===== config.mk =====
export PLATFORM = sky130hd
export DESIGN_NAME = planar_wr_ctl
export DESIGN_NICKNAME = d
export VERILOG_FILES = /design/src/rtl/planar_wr_pkg.sv /design/src/rtl/gfx_regfile.sv /design/src/rtl/gfx_wr_path.sv /design/src/rtl/gfx_seq.sv /design/src/rtl/planar_wr_ctl.sv
export SDC_FILE = /design/constraint.sdc
export NUM_CORES = 1
export LEC_CHECK = 0
export BUFFER_PORTS_ARGS = -buffer_cell sky130_fd_sc_hd__buf_2
export CAP_MARGIN = 5
export CORE_MARGIN = 4
export CORE_UTILIZATION = 50
export CTS_BUF_LIST = sky130_fd_sc_hd__clkbuf_8
export DETAILED_ROUTE_END_ITERATION = 16
export GPL_ROUTABILITY_DRIVEN = 0
export PLACE_DENSITY = 0.78
export RECOVER_POWER = 25
export SLEW_MARGIN = 20
export SYNTH_ARGS = -nofsm -noshare
export SYNTH_HDL_FRONTEND = slang
export SYNTH_SLANG_ARGS = --single-unit

===== constraint.sdc =====
create_clock -name clk -period 5.7 [get_ports clk]
set_input_delay 1.71 -clock clk [delete_from_list [all_inputs] [get_ports clk]]
set_output_delay 1.71 -clock clk [all_outputs]
set_load 0.01 [all_outputs]

===== src/rtl/planar_wr_pkg.sv =====
package planar_wr_pkg;
    localparam int NUM_PLANES = 4;
    localparam int NUM_REGS   = 9;
    localparam int IDX_W      = 4;

    localparam int IDX_FILL   = 0;
    localparam int IDX_FEN    = 1;
    localparam int IDX_ROTFN  = 3;
    localparam int IDX_SEL    = 4;
    localparam int IDX_MASK   = 8;

    typedef enum logic [1:0] {
        S_IDLE   = 2'd0,
        S_RD_CAP = 2'd1,
        S_WR_PUT = 2'd2,
        S_ACK    = 2'd3
    } seq_state_t;

    typedef enum logic [1:0] {
        FN_PASS = 2'd0,
        FN_AND  = 2'd1,
        FN_OR   = 2'd2,
        FN_XOR  = 2'd3
    } alu_fn_t;

    typedef struct packed {
        logic [3:0] fill_col;
        logic [3:0] fill_en;
        logic [2:0] rot_cnt;
        alu_fn_t    fn;
        logic [1:0] plane_sel;
        logic [7:0] pix_mask;
    } wr_cfg_t;

    function automatic logic [7:0] keep_bits(input int idx);
        if (idx == IDX_FILL || idx == IDX_FEN) return 8'h0F;
        if (idx == IDX_SEL) return 8'h03;
        return 8'hFF;
    endfunction

    function automatic logic [7:0] reset_val(input int idx);
        if (idx == IDX_MASK) return 8'hFF;
        return 8'h00;
    endfunction
endpackage


===== src/rtl/gfx_regfile.sv =====
module gfx_regfile
    import planar_wr_pkg::*;
(
    input  logic        clk,
    input  logic        rst_n,
    input  logic        acc,
    input  logic        wr,
    input  logic        port,
    input  logic        wide,
    input  logic [15:0] wdata,
    output logic [7:0]  rd_val,
    output wr_cfg_t     cfg
);
    logic [IDX_W-1:0] idx_q;
    logic [7:0]       regs_q [NUM_REGS];
    logic             wr_hit;
    logic [IDX_W-1:0] wr_sel;
    logic [7:0]       wr_val;

    always_comb begin
        wr_hit = 1'b0;
        wr_sel = idx_q;
        wr_val = wdata[7:0];
        if (acc && wr) begin
            if (!port) begin
                wr_hit = wide;
                wr_sel = wdata[IDX_W-1:0];
                wr_val = wdata[15:8];
            end else begin
                wr_hit = 1'b1;
            end
        end
    end

    always_ff @(posedge clk) begin
        if (!rst_n) idx_q <= '0;
        else if (acc && wr && !port) idx_q <= wdata[IDX_W-1:0];
    end

    for (genvar g = 0; g < NUM_REGS; g++) begin : g_reg
        always_ff @(posedge clk) begin
            if (!rst_n) regs_q[g] <= reset_val(g);
            else if (wr_hit && wr_sel == IDX_W'(g)) regs_q[g] <= wr_val & keep_bits(g);
        end
    end

    always_comb begin
        rd_val = '0;
        if (!port) begin
            rd_val = 8'(idx_q);
        end else begin
            for (int i = 0; i < NUM_REGS; i++)
                if (idx_q == IDX_W'(i)) rd_val = regs_q[i];
        end
    end

    assign cfg.fill_col  = regs_q[IDX_FILL][3:0];
    assign cfg.fill_en   = regs_q[IDX_FEN][3:0];
    assign cfg.rot_cnt   = regs_q[IDX_ROTFN][2:0];
    assign cfg.fn        = alu_fn_t'(regs_q[IDX_ROTFN][4:3]);
    assign cfg.plane_sel = regs_q[IDX_SEL][1:0];
    assign cfg.pix_mask  = regs_q[IDX_MASK];

    p_ptr_hold_r2: assert property (@(posedge clk) disable iff (!rst_n)
        !(acc && wr && !port) |=> $stable(idx_q));
endmodule


===== src/rtl/gfx_wr_path.sv =====
module gfx_wr_path
    import planar_wr_pkg::*;
(
    input  logic [7:0]              cpu_byte,
    input  logic [8*NUM_PLANES-1:0] latch,
    input  wr_cfg_t                 cfg,
    output logic [8*NUM_PLANES-1:0] wdata
);
    logic [15:0] dbl;
    logic [7:0]  rot;

    assign dbl = {cpu_byte, cpu_byte} >> cfg.rot_cnt;
    assign rot = dbl[7:0];

    for (genvar p = 0; p < NUM_PLANES; p++) begin : g_plane
        logic [7:0] src, lat, res;
        assign lat = latch[8*p +: 8];
        assign src = cfg.fill_en[p] ? {8{cfg.fill_col[p]}} : rot;
        always_comb begin
            unique case (cfg.fn)
                FN_PASS: res = src;
                FN_AND:  res = src & lat;
                FN_OR:   res = src | lat;
                FN_XOR:  res = src ^ lat;
                default: res = src;
            endcase
        end
        assign wdata[8*p +: 8] = (res & cfg.pix_mask) | (lat & ~cfg.pix_mask);
    end
endmodule


===== src/rtl/gfx_seq.sv =====
module gfx_seq
    import planar_wr_pkg::*;
(
    input  logic       clk,
    input  logic       rst_n,
    input  logic       req,
    input  logic       wr,
    input  logic       mem,
    output seq_state_t state,
    output logic       reg_fire,
    output logic       latch_en,
    output logic       we_en,
    output logic       ack
);
    seq_state_t state_q, state_d;

    always_ff @(posedge clk) begin
        if (!rst_n) state_q <= S_IDLE;
        else        state_q <= state_d;
    end

    always_comb begin
        state_d = state_q;
        unique case (state_q)
            S_IDLE: begin
                if (req) begin
                    if (!mem)    state_d = S_ACK;
                    else if (wr) state_d = S_WR_PUT;
                    else         state_d = S_RD_CAP;
                end
            end
            S_RD_CAP: state_d = S_ACK;
            S_WR_PUT: state_d = S_ACK;
            S_ACK:    state_d = S_IDLE;
            default:  state_d = S_IDLE;
        endcase
    end

    always_comb begin
        reg_fire = 1'b0;
        latch_en = 1'b0;
        we_en    = 1'b0;
        ack      = 1'b0;
        unique case (state_q)
            S_IDLE:   reg_fire = req && !mem;
            S_RD_CAP: latch_en = 1'b1;
            S_WR_PUT: we_en    = 1'b1;
            S_ACK:    ack      = 1'b1;
            default:  ;
        endcase
    end

    assign state = state_q;

    p_we_single_r9: assert property (@(posedge clk) disable iff (!rst_n)
        we_en |=> !we_en && ack);
    p_ack_pulse_r9: assert property (@(posedge clk) disable iff (!rst_n)
        ack |=> !ack);
    p_read_ack_r4: assert property (@(posedge clk) disable iff (!rst_n)
        latch_en |=> ack);
endmodule


===== src/rtl/planar_wr_ctl.sv =====
module planar_wr_ctl
    import planar_wr_pkg::*;
#(
    parameter int ADDR_W = 14
) (
    input  logic              clk,
    input  logic              rst_n,
    input  logic              cpu_req,
    input  logic              cpu_wr,
    input  logic              cpu_mem,
    input  logic              cpu_port,
    input  logic              cpu_wide,
    input  logic [ADDR_W-1:0] cpu_addr,
    input  logic [15:0]       cpu_wdata,
    output logic [7:0]        cpu_rdata,
    output logic              cpu_ack,
    output logic [ADDR_W-1:0] pl_addr,
    output logic [3:0]        pl_we,
    output logic [31:0]       pl_wdata,
    input  logic [31:0]       pl_rdata
);
    localparam int LANES = 8 * NUM_PLANES;

    seq_state_t       state;
    logic             reg_fire, latch_en, we_en;
    logic [7:0]       reg_rd;
    wr_cfg_t          cfg;
    logic [LANES-1:0] latch_q;
    logic [7:0]       rdata_q;

    gfx_seq u_seq (
        .clk      (clk),
        .rst_n    (rst_n),
        .req      (cpu_req),
        .wr       (cpu_wr),
        .mem      (cpu_mem),
        .state    (state),
        .reg_fire (reg_fire),
        .latch_en (latch_en),
        .we_en    (we_en),
        .ack      (cpu_ack)
    );

    gfx_regfile u_regs (
        .clk    (clk),
        .rst_n  (rst_n),
        .acc    (reg_fire),
        .wr     (cpu_wr),
        .port   (cpu_port),
        .wide   (cpu_wide),
        .wdata  (cpu_wdata),
        .rd_val (reg_rd),
        .cfg    (cfg)
    );

    gfx_wr_path u_wpath (
        .cpu_byte (cpu_wdata[7:0]),
        .latch    (latch_q),
        .cfg      (cfg),
        .wdata    (pl_wdata)
    );

    always_ff @(posedge clk) begin
        if (!rst_n)        latch_q <= '0;
        else if (latch_en) latch_q <= pl_rdata;
    end

    always_ff @(posedge clk) begin
        if (!rst_n)                  rdata_q <= '0;
        else if (reg_fire && !cpu_wr) rdata_q <= reg_rd;
        else if (latch_en)           rdata_q <= pl_rdata[8*cfg.plane_sel +: 8];
    end

    assign cpu_rdata = rdata_q;
    assign pl_addr   = cpu_addr;
    assign pl_we     = {NUM_PLANES{we_en}};

    p_latch_hold_r10: assert property (@(posedge clk) disable iff (!rst_n)
        (pl_we != 4'h0) |=> $stable(latch_q));
    p_unmasked_keep_r8: assert property (@(posedge clk) disable iff (!rst_n)
        (pl_we != 4'h0) |-> (((pl_wdata ^ latch_q) & ~{NUM_PLANES{cfg.pix_mask}}) == '0));
    p_we_in_write_r9: assert property (@(posedge clk) disable iff (!rst_n)
        (pl_we != 4'h0) |-> (state == S_WR_PUT));
endmodule


==> run metrics, run 1 <==
r2r endpoint u_regs.regs_q[3][7]$_SDFFCE_PN0P_; top_reg_cell synth edfxtp_1; Die X 136 um; total gr overflow 0; antenna violation net count after detailed routing 0; clock buffer depth 2; Die Span Y 136 um; R2R cell count 6; actual slew at the worst max-slew pin between 2 and 3 ns; fillers 1,456; Critical Path End Type primary output; global-route wire length before repair 35,900 um; CORE AREA approximately 16,000 um^2; Leakage Power roughly 3.4 nW; R2R Setup Slk 2.63 ns; clk sink count about 100; Synth Instances 882; crit path from cpu_wdata[1]; cts repair resizes 0; first drt pass iteration count 5; clk_skew ~0.016 ns; P per Cell Area 259 nW/um^2; CP max FO 9; Area Growth Syn to Fin 7.55%; Max Fclk about 0.18 GHz; Post-Syn Area 8190 um^2; Place WS 0.167 ns; Max IR drop VDD 0.146 mV; vias per inst around 6; Final Critical Period between 5 and 6 ns; final core utilization 55.2%; commonest non-fill, non-tap cell in the layout inv_1; clock latency at the later pin of the worst-skew pair 0.41 ns; # diodes 0; syn avg cell area 9.28 um^2; kind of critical path primary input to primary output; WL final around 23,000 um; post-CTS setup buffers 0; Clock transition at path regs about 0.13 ns; Startpoint Class primary input; vias in the first global route 6,676; largest net degree at the start of global routing 61; max-slew violations 61; period utilization between 90% and 100%; WP data arrival 3.85 ns; switching part of the total 38.7%; # nets final roughly 1,100; setup violators final 0; vias 6,915; footprint of the multi-input gates 4770 um^2; Hold WC Path Type flip-flop to flip-flop; cell taking the most area after synthesis edfxtp_1; Remaining DRCs 0; post-synth top area share between 20% and 30%; # hold bufs at CTS 0; Starting Density roughly half; Worst Path Required 3.99 ns; Psw a little under 0.9 mW; initial antenna violation count 0; Row Count 46; post-route setup slack 0.138 ns; number of synthesized flops with an enable pin 58; Cell Int Power 1.40 mW; I/O pin total 128; CP endpoint pl_wdata[5]; Root Driver clkbuf_8; IO Port Bufs just under 100; worst r2r src u_seq.state[0]$_SDFFE_PN0P_; register area 2660 um^2; TritonCTS clock tree done; failing checks capacitance limit, slew limit; setup TNS 0 ns; synth top area cells edfxtp_1 21%, dfxtp_1 11%, ha_1 11%, mux2i_1 9.7%, mux4_2 5.8%; Net Count, Synth 1,020; Avg WL per Cell 20.3 um; die area approximately 18,000 um^2; Num CTS Buffers 9; share of cells above drive strength 1 between 10% and 20%; RSZ-0062 raised after global routing no; Flop pwr share 42.4%; Hold Fails Final Rpt 0; DPL Wire Length 17,000 um; register area share after synthesis 32.5%; H-Tree Depth 3; Synth Warn # 0; clock power share 21.8%; max_slew headroom -67.5%; Iter 0 DRT Violations 645; max-cap check violation count 1; status finished with violations; combinational power share a little over a third; Distinct cells, synth 63; GR Util All Layers 25.0%; most frequent cells in the layout 93 x inv_1, 86 x buf_2, 78 x mux2i_1; Async S/R FF share, synth 0%; flops & latches, synth 104
-- power by group through the flow --
stage,Clock [mW],Combinational (mW),Sequential (mW)
final,0.497,0.819,0.968
after detailed placement,0,0.822,0.984
after floorplan,0,0.631,0.947
after CTS,0.505,0.826,0.967
after global placement,0,0.794,0.981
after global routing,0.525,0.908,0.979
-- flip-flops by register name (all words and copies together), names as in the netlist --
| register | cells |
|---|---|
| latch_q | 32 |
| u_regs.regs_q | 58 |
| cpu_rdata | 8 |
| u_seq.state | 2 |
| u_regs.idx_q | 4 |
-- layout make-up --
| class | count | area share [%] |
|---|---|---|
| tap | 216 | 3.07 |
| clock inverter | 7 | 0.923 |
| timing repair buffer | 109 | 6.29 |
| clock buffer | 9 | 1.41 |
| inverter | 93 | 3.96 |
| multi-input combinational | 606 | 54.1 |
| sequential | 104 | 30.2 |
-- cell families after synthesis --
kind of cell,count (synthesis),share of synthesized area [%]
buf+inv,172,9.38
flops,104,32.5
compound gates,215,17.2
fa+ha+maj,69,10.5
simple gates,212,13.5
mux,110,16.9
-- worst max-delay path, stage by stage --
cell and delay [ns]:
buf_2 0.17, mux4_2 0.53, mux2_2 0.34, o21ai_1 0.22
ha_1 0.28, mux2i_1 0.14, nand2_1 0.07, o2111ai_1 0.10
o21ai_0 0.12, buf_2 0.16
-- metrics by stage --
| step | total power, mW | hold slack [ns] | cells | area (um^2) |
|---|---|---|---|---|
| floorplan | 1.58 | 0.490 | 882 | 8190 |
| global placement | 1.77 | 0.527 | 1128 | 8610 |
| detailed placement | 1.81 | 0.542 | 1128 | 8610 |
| CTS | 2.30 | 0.563 | 1144 | 8820 |
| global route | 2.41 | 0.581 | 1144 | 8810 |
| finish | 2.28 | 0.560 | 1144 | 8810 |
-- layer usage --
layer | vias up | GRT usage [%] | share of wire, %
met1 | 3279 | 31.7 | 39
met2 | 343 | 41.5 | 48
met4 | 0 | 11.2 | 4.2
li1 | 3227 | - | -
met3 | 66 | 4.74 | 8.0
met5 | - | 0 | 0
-- cells in the mapped netlist (all sizes together), types with 14 or more instances --
master / instances
a21oi: 16
mux4: 21
o211ai: 14
o21ai: 118
nor2b: 41
mux2i: 79
o2111ai: 38
ha: 69
inv: 93
buf: 43
nand2: 63
dfxtp: 46
nor2: 64
clkbuf: 36
edfxtp: 58
-- worst min-delay path by stage --
stage	from	endpoint	slack, ns	depth (start not counted)
detailed placement	latch_q[20]$_SDFFE_PN0P_	latch_q[20]$_SDFFE_PN0P_	0.54	2
finish	latch_q[17]$_SDFFE_PN0P_	latch_q[17]$_SDFFE_PN0P_	0.56	2
global route	latch_q[20]$_SDFFE_PN0P_	latch_q[20]$_SDFFE_PN0P_	0.58	2
CTS	latch_q[5]$_SDFFE_PN0P_	latch_q[5]$_SDFFE_PN0P_	0.56	2
global placement	latch_q[10]$_SDFFE_PN0P_	latch_q[10]$_SDFFE_PN0P_	0.53	2
floorplan	latch_q[0]$_SDFFE_PN0P_	latch_q[0]$_SDFFE_PN0P_	0.49	2
Note: power is estimated with default switching activity, not from simulation.
==> run 2: changes to the inputs <==
CORE_UTILIZATION = 54   (was 50)
PLACE_DENSITY = 0.86   (was 0.78)
clock period = 4.58 ns   (was 5.7 ns; I/O delays follow)
==> run 2 against run 1 <==
The flow finishes with violations (setup timing); sequential power is 24% higher; combinational power increased by 48%; global-route usage grew 2.7 points; flip-flop and latch count unchanged; count of clock-buffer cells in the layout unchanged; critical path depth unchanged; die area decreased by 7.0%; cell count down 0.17%; largest cell class unchanged; largest power group is now combinational cells.
==> run metrics, run 2 (synthesized netlist as in run 1, its figures left out) <==
Critical Path End Type primary output (unchanged); vias in the first global route 7,108 (was 6,676); Hold Startpoint latch_q[29]$_SDFFE_PN0P_ (was latch_q[17]$_SDFFE_PN0P_); max-slew violations 0 (was 61); CP max FO 5 (was 9); actual slew at the worst max-slew pin 1.41 ns (was 2.51 ns); WL final 25,400 um (was 23,200 um); Die X 131 um (was 136 um); Iter 0 DRT Violations 1,050 (was 645); initial antenna violation count 0 (unchanged); final core utilization 64.8% (was 55.2%); post-route setup slack -0.258 ns (was 0.138 ns); total gr overflow 0 (unchanged); I/O pin total 128 (unchanged); CP max-delay cell mux4_2 (unchanged); H-Tree Depth 3 (unchanged); setup violators final 32 (was 0); Remaining DRCs 0 (unchanged); max-cap check violation count 0 (was 1); Clock transition at path regs 0.11 ns (was 0.13 ns); RSZ-0062 raised after global routing yes (was no); Worst Path Required 3.21 ns (was 3.99 ns); Hold Crit Depth 2 (unchanged); Max Fclk 0.207 GHz; Die Span Y 131 um (was 136 um); clk_skew 0.0166 ns (was 0.0162 ns); vias per inst 6.47 (was 6.04); Hold Fails Final Rpt 0 (unchanged); clock buffer depth 2 (unchanged); global-route wire length before repair 38,400 um (was 35,900 um); P per Cell Area 324 nW/um^2 (was 259 nW/um^2); clock latency at the later pin of the worst-skew pair 0.41 ns (about the same); crit path from cpu_wdata[4] (was cpu_wdata[1]); clk sink count 104 (unchanged); antenna violation net count after detailed routing 0 (unchanged); WP data arrival 3.46 ns (was 3.85 ns); R2R Setup Slk 1.92 ns (was 2.63 ns); placed inst area 8710 um^2 (was 8610 um^2); share of cells above drive strength 1 26.2% (was 19.1%); vias 7,386 (was 6,915); setup TNS -4.53 ns (was 0 ns); R2R cell count 7 (was 6); Max stage delay on crit path 0.53 ns (about the same); Area Growth Syn to Fin 16.2% (was 7.55%); CORE AREA 14,700 um^2 (was 15,900 um^2); Avg WL per Cell 22.2 um (was 20.3 um); status finished with violations (unchanged); TritonCTS clock tree done (unchanged); die area 17,200 um^2 (was 18,500 um^2); Root Driver clkbuf_8 (unchanged); CP Cell Sequence buf_8 -> mux4_2 -> mux2_4 -> o21ai_2 -> ha_1 -> mux2i_1 -> nand2_1 -> o2111ai_1 -> o21ai_1 -> buf_2 (was buf_2 -> mux4_2 -> mux2_2 -> o21ai_1 -> ha_1 -> mux2i_1 -> nand2_1 -> o2111ai_1 -> o21ai_0 -> buf_2); Final Critical Period 4.84 ns; most frequent cells in the layout 93 x inv_1, 87 x buf_2, 79 x mux2i_1 (was 93 x inv_1, 86 x buf_2, 78 x mux2i_1); # nets final 1,091 (was 1,061); Hold WC Path Type flip-flop to flip-flop (unchanged); IO Port Bufs 99 (unchanged); number of flip-flops in the largest register 58 (unchanged); kind of critical path primary input to primary output (unchanged); Startpoint Class primary input (unchanged); Starting Density 55.7% (was 51.4%); Num CTS Buffers 9 (unchanged); worst r2r src u_seq.state[0]$_SDFFE_PN0P_ (unchanged); GR Util All Layers 27.7% (was 25.0%); Worst Hold Slack 0.550 ns (was 0.560 ns); Largest Register u_regs.regs_q (unchanged); Row Count 44 (was 46); first drt pass iteration count 6 (was 5); post-route cell area 9520 um^2 (was 8810 um^2); commonest non-fill, non-tap cell in the layout inv_1 (unchanged); # diodes 0 (unchanged); largest net degree at the start of global routing 45 (was 61); DPL Wire Length 17,300 um (was 17,000 um); # hold bufs at CTS 0 (unchanged); max_slew headroom 6.01% (was -67.5%); Max IR drop VDD 0.177 mV (was 0.146 mV); Leakage Power 3.74 nW (was 3.43 nW); period utilization 106%; failing checks setup timing (was capacitance limit, slew limit)
run 2: cell count changes in the layout (fill, tap and decap cells not counted), moves of 14 or more:
cell,change
buf_4,+29
ha_1,-14
ha_4,+14
o21ai_0,-15
o21ai_4,+15
run 2: what timing repair did:
action	in CTS	in global routing
setup endpoints to repair	32	32
cloned	0	0
resized for setup	63	37
setup buffers	9	3
pin swaps	7	6
run 2: final timing paths:
check / to
worst max register to register: u_regs.regs_q[1][1]$_SDFFCE_PN0P_
worst min-delay path: latch_q[29]$_SDFFE_PN0P_
worst min register to register: latch_q[29]$_SDFFE_PN0P_
worst max-delay path: pl_wdata[14]
run 2: metal layers:
metal	vias up	wire, um	share of wire, %	track usage, %
met5	-	0	0	0
met4	0	1680	6.6	15.3
met3	140	2380	9.4	6.42
met2	522	11900	47	45.2
met1	3446	9430	37	34.0
li1	3278	-	-	-
run 2: where the power goes:
group / switching [mW] / internal (mW) / leakage, nW
combinational: 0.690 / 0.517 / 2.68
sequential: 0.108 / 1.09 / 0.946
clock: 0.362 / 0.320 / 0.119
total: 1.16 / 1.93 / 3.74
run 2: cell type report:
class,instances,area (um^2)
fillers,1063,5180
multi-input cells,606,5180
flip-flops and latches,104,2660
repair buffers,139,863
inverters,93,349
well taps,184,230
clock buffers,9,124
clock inverters,7,114
run 2: worst max-delay path: cells and delay by family:
family,cells,cell delay [ns]
compound gates,3,0.39
fa+ha+maj,1,0.26
buf+inv,2,0.26
mux,3,1.08
simple gates,1,0.09
run 2: stage by stage:
stage                     setup slack (ns)  total power, mW  instances
after global placement              -0.210             2.22       1114
after CTS                           -0.175             3.00       1139
final                               -0.258             3.09       1142
after detailed placement            -0.260             2.27       1114
after floorplan                     0.0588             1.96        882
after global routing                -0.314             3.24       1142
